`src/rtl/irqb_pkg.sv`:
```
// Shared types and constants for the wired-to-message interrupt bridge.
// Assumes at most 16 lines so the status view fits one 32-bit word.
package irqb_pkg;

    typedef enum logic [1:0] {
        LS_IDLE = 2'b00,
        LS_PEND = 2'b01,
        LS_SERV = 2'b10
    } line_state_e;

    localparam int          REG_DW   = 32;
    localparam int          WDATA_W  = 10;
    localparam int          IDX_W    = 8;
    localparam logic [1:0]  RA_CFG   = 2'd0;
    localparam logic [1:0]  RA_CLR   = 2'd1;
    localparam logic [1:0]  RA_STAT  = 2'd2;

endpackage

```
`src/rtl/irqb_sync.sv`:
```
// Two-flop synchronizer for a vector of asynchronous interrupt inputs.
// Assumes each bit is independent; no bus coherency across bits.
module irqb_sync #(
    parameter int W = 8
) (
    input  logic         clk,
    input  logic         rst_n,
    input  logic [W-1:0] d_i,
    output logic [W-1:0] q_o
);

    logic [W-1:0] meta_q;
    logic [W-1:0] sync_q;

    // Two-stage capture of the raw inputs.
    always_ff @(posedge clk) begin
        if (!rst_n) begin
            meta_q <= '0;
            sync_q <= '0;
        end else begin
            meta_q <= d_i;
            sync_q <= meta_q;
        end
    end

    assign q_o = sync_q;

endmodule

```
`src/rtl/irqb_line.sv`:
```
// Per-line tracker: idle -> pending -> in service, with exit from service
// on level drop (level mode) or on software clear (both modes).
// Assumes lvl_i is already synchronized to clk.
module irqb_line
    import irqb_pkg::*;
(
    input  logic        clk,
    input  logic        rst_n,
    input  logic        lvl_i,
    input  logic        edge_mode_i,
    input  logic        acc_i,
    input  logic        clr_i,
    output line_state_e state_o
);

    line_state_e state_q, state_d;
    logic        prev_q;
    logic        rise;
    logic        trig;

    assign rise = lvl_i & ~prev_q;
    assign trig = edge_mode_i ? rise : lvl_i;

    // Next-state selection; software clear overrides every other transition.
    always_comb begin
        state_d = state_q;
        unique case (state_q)
            LS_IDLE: if (trig)                       state_d = LS_PEND;
            LS_PEND: if (acc_i)                      state_d = LS_SERV;
            LS_SERV: if (!edge_mode_i && !lvl_i)     state_d = LS_IDLE;
            default:                                 state_d = LS_IDLE;
        endcase
        if (clr_i) state_d = trig ? LS_PEND : LS_IDLE;
    end

    // State and previous-level registers.
    always_ff @(posedge clk) begin
        if (!rst_n) begin
            state_q <= LS_IDLE;
            prev_q  <= 1'b0;
        end else begin
            state_q <= state_d;
            prev_q  <= lvl_i;
        end
    end

    assign state_o = state_q;

    p_serv_entry_r3: assert property (@(posedge clk) disable iff (!rst_n)
        (state_q != LS_SERV && !(state_q == LS_PEND && acc_i && !clr_i)) |=> state_q != LS_SERV);

    p_lvl_drop_r4: assert property (@(posedge clk) disable iff (!rst_n)
        (state_q == LS_SERV && !edge_mode_i && !lvl_i && !clr_i) |=> state_q == LS_IDLE);

    p_clear_exit_r5: assert property (@(posedge clk) disable iff (!rst_n)
        clr_i |=> state_q != LS_SERV);

    p_edge_hold_r6: assert property (@(posedge clk) disable iff (!rst_n)
        (state_q == LS_SERV && edge_mode_i && !clr_i) |=> state_q == LS_SERV);

    p_pend_hold_r9: assert property (@(posedge clk) disable iff (!rst_n)
        (state_q == LS_PEND && !acc_i && !clr_i) |=> state_q == LS_PEND);

endmodule

```
`src/rtl/irqb_rr_arb.sv`:
```
// Round-robin picker driving the message port. A grant offered but not
// accepted is held while its line stays pending. Assumes N >= 2.
module irqb_rr_arb #(
    parameter int N   = 8,
    parameter int IDW = $clog2(N)
) (
    input  logic           clk,
    input  logic           rst_n,
    input  logic [N-1:0]   req_i,
    input  logic           ready_i,
    output logic           valid_o,
    output logic [IDW-1:0] id_o,
    output logic [N-1:0]   acc_o
);

    logic [IDW-1:0] last_q;
    logic           hold_q;
    logic [IDW-1:0] hold_id_q;
    logic [IDW-1:0] pick;
    logic           found;
    logic           use_hold;

    // Search for the first pending line after the last accepted one.
    always_comb begin
        int cand;
        found = 1'b0;
        pick  = '0;
        for (int i = 0; i < N; i++) begin
            cand = int'(last_q) + 1 + i;
            if (cand >= N) cand = cand - N;
            if (!found && req_i[cand]) begin
                found = 1'b1;
                pick  = IDW'(cand);
            end
        end
    end

    assign use_hold = hold_q && req_i[hold_id_q];
    assign valid_o  = |req_i;
    assign id_o     = use_hold ? hold_id_q : pick;

    // One-hot acceptance strobe for the line being sent.
    always_comb begin
        acc_o = '0;
        if (valid_o && ready_i) acc_o[id_o] = 1'b1;
    end

    // Rotation pointer and stall-hold registers.
    always_ff @(posedge clk) begin
        if (!rst_n) begin
            last_q    <= IDW'(N - 1);
            hold_q    <= 1'b0;
            hold_id_q <= '0;
        end else begin
            hold_q    <= valid_o && !ready_i;
            hold_id_q <= id_o;
            if (valid_o && ready_i) last_q <= id_o;
        end
    end

    p_id_hold_r9: assert property (@(posedge clk) disable iff (!rst_n)
        (valid_o && !ready_i) |=> (!req_i[$past(id_o)] || id_o == $past(id_o)));

    p_grant_pending_r2: assert property (@(posedge clk) disable iff (!rst_n)
        $onehot0(acc_o));

endmodule

```
`src/rtl/irqb_regs.sv`:
```
// Register port: per-line trigger type, indexed clear strobe, status view.
// Assumes NUM_LINES <= 16 so 2*NUM_LINES status bits fit the read word.
module irqb_regs
    import irqb_pkg::*;
#(
    parameter int N   = 8,
    parameter int IDW = $clog2(N)
) (
    input  logic               clk,
    input  logic               rst_n,
    input  logic               we_i,
    input  logic [1:0]         addr_i,
    input  logic [WDATA_W-1:0] wdata_i,
    input  logic [2*N-1:0]     state_flat_i,
    output logic [REG_DW-1:0]  rdata_o,
    output logic [N-1:0]       edge_mode_o,
    output logic [N-1:0]       clr_o,
    output logic               cfg_err_o
);

    logic [N-1:0]     edge_q;
    logic             err_q;
    logic [IDX_W-1:0] idx;
    logic             idx_ok;
    logic             type_bad;
    logic             cfg_wr;
    logic             cfg_ok;

    assign idx      = wdata_i[IDX_W-1:0];
    assign idx_ok   = int'(idx) < N;
    assign type_bad = wdata_i[9];
    assign cfg_wr   = we_i && addr_i == RA_CFG;
    assign cfg_ok   = cfg_wr && idx_ok && !type_bad;

    // Trigger-type storage and rejected-write flag.
    always_ff @(posedge clk) begin
        if (!rst_n) begin
            edge_q <= '0;
            err_q  <= 1'b0;
        end else begin
            err_q <= cfg_wr && !(idx_ok && !type_bad);
            if (cfg_ok) edge_q[idx[IDW-1:0]] <= wdata_i[8];
        end
    end

    // Clear strobe for the addressed line, dropped when out of range.
    always_comb begin
        clr_o = '0;
        if (we_i && addr_i == RA_CLR && idx_ok) clr_o[idx[IDW-1:0]] = 1'b1;
    end

    // Read multiplexer.
    always_comb begin
        rdata_o = '0;
        unique case (addr_i)
            RA_CFG:  rdata_o[N-1:0]   = edge_q;
            RA_STAT: rdata_o[2*N-1:0] = state_flat_i;
            default: rdata_o          = '0;
        endcase
    end

    assign edge_mode_o = edge_q;
    assign cfg_err_o   = err_q;

    p_err_source_r7: assert property (@(posedge clk) disable iff (!rst_n)
        cfg_err_o |-> $past(we_i && addr_i == RA_CFG));

    p_cfg_guard_r7: assert property (@(posedge clk) disable iff (!rst_n)
        (cfg_wr && type_bad) |=> $stable(edge_q));

endmodule

```
`src/rtl/irq_msg_bridge.sv`:
```
// Top of the wired-to-message interrupt bridge: synchronizes inputs, runs
// one tracker per line, arbitrates pending lines onto a valid/ready message
// port and exposes a small register port. Assumes 2 <= NUM_LINES <= 16.
module irq_msg_bridge
    import irqb_pkg::*;
#(
    parameter int NUM_LINES = 8,
    parameter int ID_W      = $clog2(NUM_LINES)
) (
    input  logic                 clk,
    input  logic                 rst_n,
    input  logic [NUM_LINES-1:0] irq_i,
    output logic                 msg_valid_o,
    input  logic                 msg_ready_i,
    output logic [ID_W-1:0]      msg_id_o,
    input  logic                 reg_we_i,
    input  logic [1:0]           reg_addr_i,
    input  logic [WDATA_W-1:0]   reg_wdata_i,
    output logic [REG_DW-1:0]    reg_rdata_o,
    output logic                 cfg_err_o
);

    logic [NUM_LINES-1:0]   lvl;
    logic [NUM_LINES-1:0]   edge_mode;
    logic [NUM_LINES-1:0]   clr;
    logic [NUM_LINES-1:0]   acc;
    logic [NUM_LINES-1:0]   pend;
    logic [2*NUM_LINES-1:0] state_flat;

    irqb_sync #(.W(NUM_LINES)) sync_i (
        .clk   (clk),
        .rst_n (rst_n),
        .d_i   (irq_i),
        .q_o   (lvl)
    );

    for (genvar g = 0; g < NUM_LINES; g++) begin : g_line
        line_state_e st;
        irqb_line line_i (
            .clk         (clk),
            .rst_n       (rst_n),
            .lvl_i       (lvl[g]),
            .edge_mode_i (edge_mode[g]),
            .acc_i       (acc[g]),
            .clr_i       (clr[g]),
            .state_o     (st)
        );
        assign pend[g]               = (st == LS_PEND);
        assign state_flat[2*g +: 2]  = st;
    end

    irqb_rr_arb #(.N(NUM_LINES), .IDW(ID_W)) arb_i (
        .clk     (clk),
        .rst_n   (rst_n),
        .req_i   (pend),
        .ready_i (msg_ready_i),
        .valid_o (msg_valid_o),
        .id_o    (msg_id_o),
        .acc_o   (acc)
    );

    irqb_regs #(.N(NUM_LINES), .IDW(ID_W)) regs_i (
        .clk          (clk),
        .rst_n        (rst_n),
        .we_i         (reg_we_i),
        .addr_i       (reg_addr_i),
        .wdata_i      (reg_wdata_i),
        .state_flat_i (state_flat),
        .rdata_o      (reg_rdata_o),
        .edge_mode_o  (edge_mode),
        .clr_o        (clr),
        .cfg_err_o    (cfg_err_o)
    );

    p_valid_stall_r9: assert property (@(posedge clk) disable iff (!rst_n)
        (msg_valid_o && !msg_ready_i && !reg_we_i) |=> msg_valid_o);

endmodule

```
`config.mk`:
```
export PLATFORM = sky130hd
export DESIGN_NAME = irq_msg_bridge
export DESIGN_NICKNAME = d
export VERILOG_FILES = /design/src/rtl/irqb_pkg.sv /design/src/rtl/irqb_sync.sv /design/src/rtl/irqb_line.sv /design/src/rtl/irqb_rr_arb.sv /design/src/rtl/irqb_regs.sv /design/src/rtl/irq_msg_bridge.sv
export SDC_FILE = /design/constraint.sdc
export NUM_CORES = 1
export LEC_CHECK = 0
export BUFFER_PORTS_ARGS = -buffer_cell sky130_fd_sc_hd__buf_4
export CAP_MARGIN = 20
export CELL_PAD_IN_SITES_DETAIL_PLACEMENT = 1
export CELL_PAD_IN_SITES_GLOBAL_PLACEMENT = 1
export CORE_MARGIN = 1.5
export CORE_UTILIZATION = 47
export CTS_BUF_LIST = sky130_fd_sc_hd__clkbuf_2
export CTS_CLUSTER_SIZE = 25
export DETAILED_ROUTE_END_ITERATION = 10
export HOLD_SLACK_MARGIN = 0.05
export PLACE_DENSITY_LB_ADDON = 0.1
export SLEW_MARGIN = 25
export SYNTH_ARGS = -nofsm -noshare
export SYNTH_HDL_FRONTEND = slang
export SYNTH_SLANG_ARGS = --single-unit
export TNS_END_PERCENT = 20
```
`constraint.sdc`:
```
create_clock -name clk -period 6.58 [get_ports clk]
set_input_delay 0.329 -clock clk [delete_from_list [all_inputs] [get_ports clk]]
set_output_delay 0.329 -clock clk [all_outputs]
set_load 0.005 [all_outputs]
```
==> results.cfg <==
[route]
drtAntennaViolNets = 0
post_drt_via_cell_ratio = 5.72
dr.pass1.iters = 4
num_vias = 3197
drt-met1-wl_um = 4610
remaining_drc_errors = 0
drtIter0Drc = 164
wl_met3_um = 271
avgRoutedWirePerCell_um = 18.0
wl_met2_um = 4950
top_layer = met4
drt_wl_total_um = 10100

[timing]
slew_headroom_pct = 43.0
grt_setup_unrepaired = no
finalCritPeriodShare_pct = 70.9
fin_tns_setup_ns = 0
fmax_ghz = 0.214
hold_violations = 0
tightest_slew_ns = 0.855
setup_viol_count_final = 0
slew_violations = 0
fin_crit_ns = 4.67
fin_worst_skew_ns = 0.0349

[cts]
cts.sinks = 56
cts_setup_buffers = 0
ctsHoldBuffers = 8
cts_resized = 0
htreeDepth = 2
root_buffer = clkbuf_2
cts_buffer_depth = 2
cts.clk_slew.worst_paths_ns = 0.30
cts_tree = done
cts_made_buffers = 5
clk_latency_ns = 0.48

[synthesis]
synth_seq_cells = 56
synth_top_area_cell = dfxtp_1
yosysWarnings = 0
yosysSeqAreaShare_pct = 31.5
synth_area_leaders = dfxtp_1 32%, mux4_2 7.0%, and2_1 6.3%, nand2_1 5.0%, mux2i_1 3.9%
synth.top_cell.area_share_pct = 31.5
ys.flop_type = dfxtp_1
synthArstFlopShare_pct = 0
syn_avg_cell_area_um2 = 8.53
synth.distinct_cells = 62
synth-edff-count = 0
syn_inst = 417
synth_area_mm2 = 0.00356

[run_status]
status = finished clean

[floorplanning]
chipWidth_um = 90.0
dieArea_mm2 = 0.00810
row_count = 31
dieHeight_um = 90.0
ios = 61
core_area_mm2 = 0.00729
start_util_pct = 48.8

[pwr]
powerDensity_mw_per_mm2 = 437
peakVddDrop_mv = 0.174
power_uw = 1740
cellLeakagePower_uw = 0.00162

[job]
maxCapViolations = 0

[global_route]
grt_pass1_vias = 3233
grt_first_pass_wirelength_um = 16600
overflow = 0
grt_max_degree = 54
grt_use_total_pct = 25.7
antenna_found_initial = 0

[worst_setup_path]
slowest_delay_ns = 0.85
critPathKind = reg -> out
critical_path.max_fanout = 17
path_buf_inv = 3
crit_family = compound AO/OA/AOI/OAI gates
worst_path_max_delay_cell = ha_1
required_ns = 6.25
worstPathCellList = inv_2 > ha_1 > mux4_2 > mux2_2 > a32oi_1 > o22ai_1 > a2111oi_0 > o32a_1 > inv_1 > buf_4
start_kind = flip-flop
crit_path_end_kind = output pin
cp_data_arrival_time_ns = 4.34

[place]
dp.final_hpwl_um = 7890
portBuffers = 44
gp_congestion = 0.916
dp_cells = 543

[cells_and_area]
fin_cells = 559
final_nets = 485
drive_gt1_share_pct = 18.5
antenna_cells = 0
syn_to_final_growth_pct = 12.4

[min_path]
hold_class = in -> reg
==> cells in the final DEF (no fill, tap or decap), types with 5 or more instances in the layout <==
master,count
a21boi_0,6
buf_4,45
conb_1,16
nor2b_1,19
nor2_1,37
and2_1,36
nand3_1,11
o21ai_0,17
nand2b_1,13
dfxtp_1,56
mux4_2,11
nor3_1,9
mux2i_1,14
o211ai_1,12
clkbuf_2,5
a21oi_1,12
inv_1,8
dlygate4sd3_1,8
nand2_1,47
==> through the flow <==
stage	worst slack (ns)	utilization [%]	cell area [um^2]	hold WS [ns]
after floorplan	3.06	-	3610	0.412
after global placement	2.39	53.0	3870	0.414
after detailed placement	2.46	53.0	3870	0.423
after CTS	1.92	54.8	4000	0.0763
after global routing	1.60	54.8	4000	0.0701
final	1.91	54.8	4000	0.0989
==> per-layer routing <==
metal | track usage (%) | vias to the layer above
met5 | 0 | -
met1 | 33.2 | 1570
met3 | 3.05 | 20
met4 | 7.41 | 0
met2 | 45.0 | 69
li1 | - | 1538
==> power breakdown <==
part           switching [uW]  internal, uW  total [uW]
clock network             116          28.1         144
registers                46.5           382         428
logic                     692           481        1170
==> path summary, 6_finish.rpt <==
check	start	endpoint	slack, ns	cells past startpoint
max	arb_i.last_q[0]	msg_id_o[2]	1.91	10
min	msg_ready_i	arb_i.hold_q	0.1	2
max reg2reg	arb_i.last_q[0]	g_line[2].line_i.state_o[0]	2.43	10
min reg2reg	sync_i.meta_q[5]	sync_i.q_o[5]	0.46	1
==> cell families (layout without fill, tap and decap cells) <==
group	count (synthesis)	count (layout)	synth area share [%]
compound gates	86	86	17.6
xor+xnor	5	5	1.87
fa+ha+maj	2	2	0.704
buf+inv	44	72	7.04
flops	56	56	31.5
mux	31	31	13.2
other cells	1	16	0.105
simple gates	192	192	27.9
==> synthesized netlist by cell type, types with 2 or more instances <==
cell and n:
dfxtp_1 56, nand2_1 47, nor2_1 37, and2_1 36, nor2b_1 19, o21ai_0 17
buf_4 16, mux2i_1 14, nand2b_1 13, a21oi_1 12, o211ai_1 12, clkbuf_1 11
mux4_2 11, nand3_1 11, nor3_1 9, inv_1 8, a21boi_0 6, a41o_1 4
mux2_2 4, nor4_1 4, o21a_1 4, o221ai_1 4, o22ai_1 4, and3_1 3
buf_2 3, nand3b_1 3, or2_2 3, a211o_1 2, a211oi_1 2, a21o_1 2
a221oi_1 2, a32oi_1 2, buf_6 2, ha_1 2, inv_2 2, o32a_1 2
xnor2_1 2, xnor2_2 2
==> layout make-up <==
type                    instances  area, um^2
fillers                       913        3300
clock buffers                   5        25.0
repair buffers                 53         418
clock inverters                 3        22.5
multi-input cells             332        2240
inverters                      11        43.8
well taps                      99         124
flip-flops and latches         56        1120
==> state kept, by name, summed over array words and instances, names as in the netlist <==
name / cells
g_line.line_i.state_o: 16
g_line.line_i.prev_q: 8
regs_i.edge_mode_o: 8
sync_i.meta_q: 8
sync_i.q_o: 8
arb_i.hold_id_q: 3
arb_i.last_q: 3
arb_i.hold_q: 1
regs_i.cfg_err_o: 1
No activity file was read; power rests on OpenSTA's default activity.
